`src/rtl/tdb_pkg.sv`:
```
package tdb_pkg;
  parameter int unsigned TDB_SLOTS = 32;
  parameter int unsigned TDB_IDX_W = $clog2(TDB_SLOTS);
endpackage

```
`src/rtl/tdb_pending.sv`:
```
// Pending-bit register: clears are applied first, then the gated write.
module tdb_pending #(
  parameter int unsigned N = 32,
  parameter int unsigned IW = $clog2(N)
) (
  input  logic          clk,
  input  logic          rst_n,
  input  logic          eng_en,
  input  logic          cfg_ok,
  input  logic          wr_en,
  input  logic [N-1:0]  wr_mask,
  input  logic          cpl_valid,
  input  logic [IW-1:0] cpl_idx,
  input  logic [N-1:0]  clr_mask,
  input  logic          clr_all,
  output logic [N-1:0]  pend,
  output logic [N-1:0]  set_new,
  output logic [N-1:0]  rm
);
  logic [N-1:0] cpl_hot;
  logic [N-1:0] survive;
  logic         wr_ok;

  always_comb begin
    cpl_hot = cpl_valid ? (N'(1) << cpl_idx) : '0;
    rm      = cpl_hot | clr_mask | {N{clr_all | ~eng_en}};
    survive = pend & ~rm;
    wr_ok   = wr_en & eng_en & cfg_ok;
    set_new = wr_ok ? (wr_mask & ~survive) : '0;
  end

  always_ff @(posedge clk or negedge rst_n) begin
    if (!rst_n) pend <= '0;
    else        pend <= survive | set_new;
  end
endmodule

```
`src/rtl/tdb_order.sv`:
```
// Submission order kept as an age matrix: older[r][c] = slot r was queued before slot c.
module tdb_order #(
  parameter int unsigned N = 32,
  parameter int unsigned IW = $clog2(N)
) (
  input  logic          clk,
  input  logic          rst_n,
  input  logic [N-1:0]  set_new,
  input  logic [N-1:0]  rm,
  input  logic [N-1:0]  pop,
  output logic          any_q,
  output logic [N-1:0]  head,
  output logic [IW-1:0] head_idx
);
  logic [N-1:0] queued;
  logic [N-1:0] older [N];

  always_ff @(posedge clk or negedge rst_n) begin
    if (!rst_n) queued <= '0;
    else        queued <= (queued & ~rm & ~pop) | set_new;
  end

  for (genvar r = 0; r < N; r++) begin : g_row
    for (genvar c = 0; c < N; c++) begin : g_col
      always_ff @(posedge clk or negedge rst_n) begin
        if (!rst_n) older[r][c] <= 1'b0;
        else if (set_new[c]) older[r][c] <= set_new[r] ? (r < c) : 1'b1;
        else if (set_new[r]) older[r][c] <= 1'b0;
      end
    end
  end

  always_comb begin
    any_q = |queued;
    for (int c = 0; c < N; c++) begin
      logic beaten;
      beaten = 1'b0;
      for (int r = 0; r < N; r++) beaten |= queued[r] & older[r][c];
      head[c] = queued[c] & ~beaten;
    end
    head_idx = '0;
    for (int c = 0; c < N; c++) if (head[c]) head_idx |= IW'(c);
  end
endmodule

```
`src/rtl/task_doorbell.sv`:
```
module task_doorbell
  import tdb_pkg::*;
#(
  parameter int unsigned N_SLOTS = TDB_SLOTS,
  localparam int unsigned IW = $clog2(N_SLOTS)
) (
  input  logic               clk,
  input  logic               rst_n,
  input  logic               eng_en,
  input  logic               cfg_ok,
  input  logic               dcmd_en,
  input  logic               wr_en,
  input  logic [N_SLOTS-1:0] wr_mask,
  input  logic               cpl_valid,
  input  logic [IW-1:0]      cpl_idx,
  input  logic [N_SLOTS-1:0] clr_mask,
  input  logic               clr_all,
  output logic [N_SLOTS-1:0] pend,
  output logic               disp_valid,
  input  logic               disp_ready,
  output logic [IW-1:0]      disp_idx,
  output logic               disp_dcmd
);
  localparam logic [IW-1:0] DCMD_SLOT = IW'(N_SLOTS - 1);

  logic [N_SLOTS-1:0] set_new, rm, head, pop;
  logic               any_q;

  tdb_pending #(.N(N_SLOTS), .IW(IW)) u_pend (
    .clk(clk), .rst_n(rst_n), .eng_en(eng_en), .cfg_ok(cfg_ok),
    .wr_en(wr_en), .wr_mask(wr_mask), .cpl_valid(cpl_valid),
    .cpl_idx(cpl_idx), .clr_mask(clr_mask), .clr_all(clr_all),
    .pend(pend), .set_new(set_new), .rm(rm)
  );

  tdb_order #(.N(N_SLOTS), .IW(IW)) u_order (
    .clk(clk), .rst_n(rst_n), .set_new(set_new), .rm(rm), .pop(pop),
    .any_q(any_q), .head(head), .head_idx(disp_idx)
  );

  always_comb begin
    disp_valid = any_q & eng_en;
    pop        = (disp_valid & disp_ready) ? head : '0;
    disp_dcmd  = dcmd_en & (disp_idx == DCMD_SLOT);
  end
endmodule

```
`config.mk`:
```
export PLATFORM = sky130hd
export DESIGN_NAME = task_doorbell
export DESIGN_NICKNAME = d
export VERILOG_FILES = /design/src/rtl/tdb_pkg.sv /design/src/rtl/tdb_pending.sv /design/src/rtl/tdb_order.sv /design/src/rtl/task_doorbell.sv
export SDC_FILE = /design/constraint.sdc
export NUM_CORES = 2
export LEC_CHECK = 0
export ABC_AREA = 1
export BUFFER_PORTS_ARGS = -buffer_cell sky130_fd_sc_hd__buf_2
export CELL_PAD_IN_SITES_DETAIL_PLACEMENT = 1
export CELL_PAD_IN_SITES_GLOBAL_PLACEMENT = 2
export CORE_UTILIZATION = 34
export CTS_CLUSTER_DIAMETER = 30
export DETAILED_ROUTE_END_ITERATION = 16
export GPL_ROUTABILITY_DRIVEN = 0
export PLACE_DENSITY = 0.83
export SETUP_SLACK_MARGIN = 0.15
export SLEW_MARGIN = 10
export SYNTH_ARGS = -nofsm -noshare
export SYNTH_HDL_FRONTEND = slang
export SYNTH_HIERARCHICAL = 1
export SYNTH_SLANG_ARGS = --single-unit
```
`constraint.sdc`:
```
create_clock -name clk -period 1.6 [get_ports clk]
set_input_delay 0.24 -clock clk [delete_from_list [all_inputs] [get_ports clk]]
set_output_delay 0.24 -clock clk [all_outputs]
set_load 0.005 [all_outputs]
```
# After elaboration in Yosys (flattened, before gate mapping)
# Index checks and enable logic that the tools add are counted.
# totals
ff_bits	1088
latchBits	0
ram_bits	0
mem_bits_ro	0
input_bits	78
out_inout_bits	39
elab_cells	5769
memories	0
# classes
addsub	0
multipliers	0
div	0
order_cmp	0
n_eq_ne	1
shifts	1
muxes	2146
n_bitwise	2098
n_reduce_logical	497
# ops
operator	n
2-to-1 mux 1 bit	2113
bitwise AND 1 bit	1061
OR 1 bit	993
nonzero test 2 bit	496
bitwise AND 32 bit	4
OR 32 bit	4
2-to-1 mux 32 bit	3
inverter 32 bit	3
2-to-1 mux 5 bit	16
inverter 1 bit	33
2-to-1 mux 4 bit	8
OR reduction 32 bit	1
left shift 1 x 5 -> 32 bit (first input constant)	1
2-to-1 mux 3 bit	4
== test 5 bit (second input constant)	1
2-to-1 mux 2 bit	2

# Longest topological paths before layout
# logic_depth
ltp_word	67
mapped_depth	17
mapped_depth_nobuf	15

# Cells and area by module
# Netlist, hierarchy kept.
# by_module_without_submodules
mod	n_inst	cells_each	area_each_um2	seq_area_each_um2
tdb_order	1	5453	42847.3	25624.6
tdb_pending	1	363	2170.8	800.8
task_doorbell	1	77	394.1	0.0

# Worst setup path before layout
# Ideal clock, no wire load.
# synth_timing
kind	flip-flop to flip-flop
from	register u_order.queued[0]
to	register u_order.queued[10]
arrival_time_ns	1.683
t_required_ns	1.505
path_slack_ns	-0.179
path_stages_with_launch	13
n_path_buf	3
synth_period_minus_slack_ns	1.779
path_cell_list	dfrtp_1 buf_6 buf_2 inv_1 nand4_1 nor4_1 nand3_1 nand2_1 inv_2 nand2_4 buf_6 nor2_2 o31ai_1
# synth_between
elab_cells_between_ends	41
cone_classes	mux: 1; bitwise: 39; reduce/logical: 1
# synth_lines
element	line	rtl
start, declared	tdb_order.sv:15	logic [N-1:0] queued;
start signal, assigned	tdb_order.sv:20	else queued <= (queued & ~rm & ~pop) | set_new;
OR reduction 32 bit	tdb_order.sv:34	any_q = |queued;
named net any_q	task_doorbell.sv:27	logic any_q;
bitwise AND 1 bit	task_doorbell.sv:42	disp_valid = any_q & eng_en;
named net disp_valid	task_doorbell.sv:19	output logic disp_valid,
bitwise AND 1 bit	task_doorbell.sv:43	pop = (disp_valid & disp_ready) ? head : '0;
2-to-1 mux 32 bit	task_doorbell.sv:43	
named net pop[10]	task_doorbell.sv:26	logic [N_SLOTS-1:0] set_new, rm, head, pop;
inverter 32 bit	tdb_order.sv:20	
bitwise AND 32 bit	tdb_order.sv:20	
OR 32 bit	tdb_order.sv:20	
# The timed path passes the listed nets, and every way through them passes these cells.
# A chain may end at the register's enable or synchronous reset.

# Worst setup path after layout
# layout_timing
from	register u_order.queued[18]
to	output disp_dcmd
# layout_between
elab_chain_len	50
elab_cells_between_ends	560
cone_classes	eq/ne: 1; mux: 31; bitwise: 528
# layout_rtl
element	line	rtl
bitwise AND 1 bit	tdb_order.sv:38	for (int r = 0; r < N; r++) beaten |= queued[r] & older[r][c];
OR 1 bit (14 in a row)	tdb_order.sv:38	
inverter 1 bit	tdb_order.sv:39	head[c] = queued[c] & ~beaten;
bitwise AND 1 bit	tdb_order.sv:39	
2-to-1 mux 1 bit	tdb_order.sv:42	for (int c = 0; c < N; c++) if (head[c]) head_idx |= IW'(c);
2-to-1 mux 2 bit (2 in a row)	tdb_order.sv:42	
2-to-1 mux 3 bit (4 in a row)	tdb_order.sv:42	
2-to-1 mux 4 bit (8 in a row)	tdb_order.sv:42	
2-to-1 mux 5 bit (15 in a row)	tdb_order.sv:42	
2-to-1 mux 5 bit (*)	tdb_order.sv:42	
== test 5 bit (*)	task_doorbell.sv:44	disp_dcmd = dcmd_en & (disp_idx == DCMD_SLOT);
bitwise AND 1 bit (*)	task_doorbell.sv:44	
end, declared	task_doorbell.sv:22	output logic disp_dcmd
# Every way passes the cells marked *; elsewhere a longest branch is shown, timed or not.

==> results.cfg <==
[floorplan]
die-area_sq_um = 135000
rows = 133
die_w_um = 367
start_util_pct = 34.4
die_height_um = 367
ios = 117
core_area_sq_um = 132000

[route]
ant_nets = 0
vias_per_cell = 5.17
post_drt_wl_per_cell_um = 25.3
wl_um = 222000
vias = 45500
drt_iter0_drc = 3735
firstDrtPassIters = 5
post-route-drc-count = 0

[yosys]
netlist_top_cells_count = nand2_1 (2721), nor2_1 (1328), dfrtp_1 (1056)
synth_area_leaders = dfrtp_1 (58%), nand2_1 (22%), nor2_1 (11%)
synth_top_flop_cell = dfrtp_1
ys_seq_area_share_pct = 58.2
synthMostInstantiatedCell = nand2_1
yosys_warnings = 6
ys_types = 22
syn_area_sq_um = 45400
yosys.area.top_type_share_pct = 58.2
ys_ff_latch = 1056
synth_fp_nets = 5971
async_reset_ff_share_pct = 100
synthesis.area_per_instance_sq_um = 7.71
yosys.area.top_type = dfrtp_1
syn-instance-count = 5893
synth_edf_count = 0

[cts]
cts_root_buffer = clkbuf_16
htreeDepth = 5
cts_sinks = 1056
clockBufferDepth = 4
cts_tree = done
clock_latency_ns = 0.89
clk_pin_slew_worst_paths_ns = 0.05
cts_inserted_buffers = 278

[finish]
finalInstanceArea_sq_um = 67300
fin_nets = 6920
area_growth_pct = 48.2
fin_util_pct = 51.0
layout-drive-gt1-share_pct = 24.1

[critical_path]
crit_path_start = u_order/queued[18]$_DFF_PN0_
end_kind = output pin
arrival_ns = 3.46
r2r-start = u_order/queued[7]$_DFF_PN0_
worstSetupPathType = flop to output pin
cp-start-kind = flop
crit_fanout = 5
critPathRequiredTime_ns = 1.36

[power]
ir_worst_vdd_mv = 1.06
total_power_mw = 104
power_density_nw_per_um2 = 1540
p_leak_nw = 35.9

[placement]
port_buffers = 116
hpwl_um = 130000
placed_area_sq_um = 54100

[timing]
rsz0062_at_grt = true
fmax_mhz = 270
tightestPinTransition_ns = 0.918
skew_ns = 0.0572
finalSetupViolCount = 75
slew_violations = 0
worst_slack_ns = -2.10
relSlewSlack_pct = 38.6
fin_crit_sh_pct = 231
fin_crit_ns = 3.70
hold_violations = 0

[run_status]
outcome = complete, but fails checks
violations = setup timing

[global_route]
grt_pass1_wl_um = 312000
grt_max_degree = 77
grt_pass1_vias = 48900
grt_use_total_pct = 31.1
antenna_found_initial = 5
overflow = 0

[worst_hold_path]
hold_path.class = input pin to flop
min_from = clr_mask[1]

[run]
maxCapViolCount = 0
## path summary, 6_finish.rpt
path / depth (start not counted) / to / slack (ns)
max in group asynchronous: 3 / u_pend/pend[1]$_DFF_PN0_ / 0.16
worst max-delay path: 20 / disp_dcmd / -2.10
min in group asynchronous: 3 / u_pend/pend[8]$_DFF_PN0_ / 0.09
worst min register to register: 2 / u_order/older[477]$_DFFE_PN0P_ / 0.47
worst min-delay path: 7 / u_order/older[960]$_DFFE_PN0P_ / 0.01
worst max register to register: 14 / u_order/queued[29]$_DFF_PN0_ / -1.05
## state kept, by name, summed over array words and instances, names as in the netlist
register and cells:
u_order/older 992, u_order/queued 32, u_pend/pend 32
## per-layer routing
layer	vias up	track usage (%)	share of wire [%]
li1	19600	-	-
met2	1878	51.1	47
met1	23400	39.2	40
met5	-	0	0.012
met4	4	15.4	5.6
met3	623	5.97	7.2
## report_power, final
part           leakage (nW)  total, mW  internal (mW)  switching [mW]
Clock                  4.57       56.1           39.4            16.7
Sequential             12.6       34.9           31.8            3.17
Combinational          18.8       12.7           5.10            7.60
## cells in the final DEF (no fill, tap or decap), types with 29 or more instances in the layout
| cell | n |
|---|---|
| nor2_2 | 76 |
| buf_2 | 109 |
| nand2_2 | 95 |
| nand3_1 | 35 |
| buf_6 | 59 |
| buf_4 | 497 |
| dfrtp_1 | 1028 |
| nor2_4 | 36 |
| inv_1 | 203 |
| buf_12 | 192 |
| nor2_1 | 1248 |
| clkinv_2 | 42 |
| clkbuf_1 | 35 |
| bufinv_16 | 32 |
| dlygate4sd3_1 | 79 |
| o21ai_0 | 29 |
| clkbuf_8 | 52 |
| nand2_1 | 2592 |
| a21oi_1 | 31 |
| nand2_4 | 45 |
| clkbuf_16 | 298 |
## cells by family (layout without fill, tap and decap cells)
| kind of cell | after synthesis | in the layout | share of synthesized area [%] |
|---|---|---|---|
| flops | 1056 | 1056 | 58.2 |
| compound gates | 109 | 109 | 1.43 |
| simple gates | 4165 | 4165 | 34.9 |
| other cells | 0 | 1 | 0 |
| buf+inv | 563 | 1705 | 5.44 |
## through the flow
step,setup TNS (ns),cells,worst slack (ns),hold WS (ns)
finish,-43.60,8791,-2.10,0.0105
global route,-46.71,8790,-2.13,0.0208
CTS,-47.20,8739,-1.97,0.00179
detailed placement,-333.29,8137,-1.45,0.140
global placement,-302.26,8137,-1.52,0.137
floorplan,-3.08,5893,-0.151,-0.0556
## timing repair
action / in CTS / in global routing
pin swaps: 36 / 93
hold endpoints to repair: 1107 / 0
hold buffers: 84 / 0
setup buffers: 32 / 35
resized for setup: 186 / 319
setup endpoints to repair: 250 / 509
gates cloned: 13 / 16
## area by class of cell
class                   count  area (sq um)
repair buffers            979         10600
clock buffers             370          7930
fillers                 15100         64600
inverters                 253          1050
well taps                1755          2200
flip-flops and latches   1056         26500
multi-input cells        4274         17700
diodes                      1          2.50
clock inverters           103          1400
## worst max-delay path, stage by stage, from the launching register on
cell,delay (ns)
dfrtp_2,0.50
clkbuf_16,0.22
buf_6,0.13
nand2_1,0.04
nand2_1,0.08
nor2_2,0.15
nand2_2,0.10
nor2_2,0.11
buf_4,0.16
nand2_2,0.10
nand2_1,0.14
inv_2,0.04
nand2_2,0.07
nor2_2,0.04
nand2_2,0.07
nand2_1,0.06
inv_1,0.07
nand2_2,0.07
nor2_4,0.19
buf_6,0.12
buf_6,0.08
No activity file was read; power rests on OpenSTA's default activity.
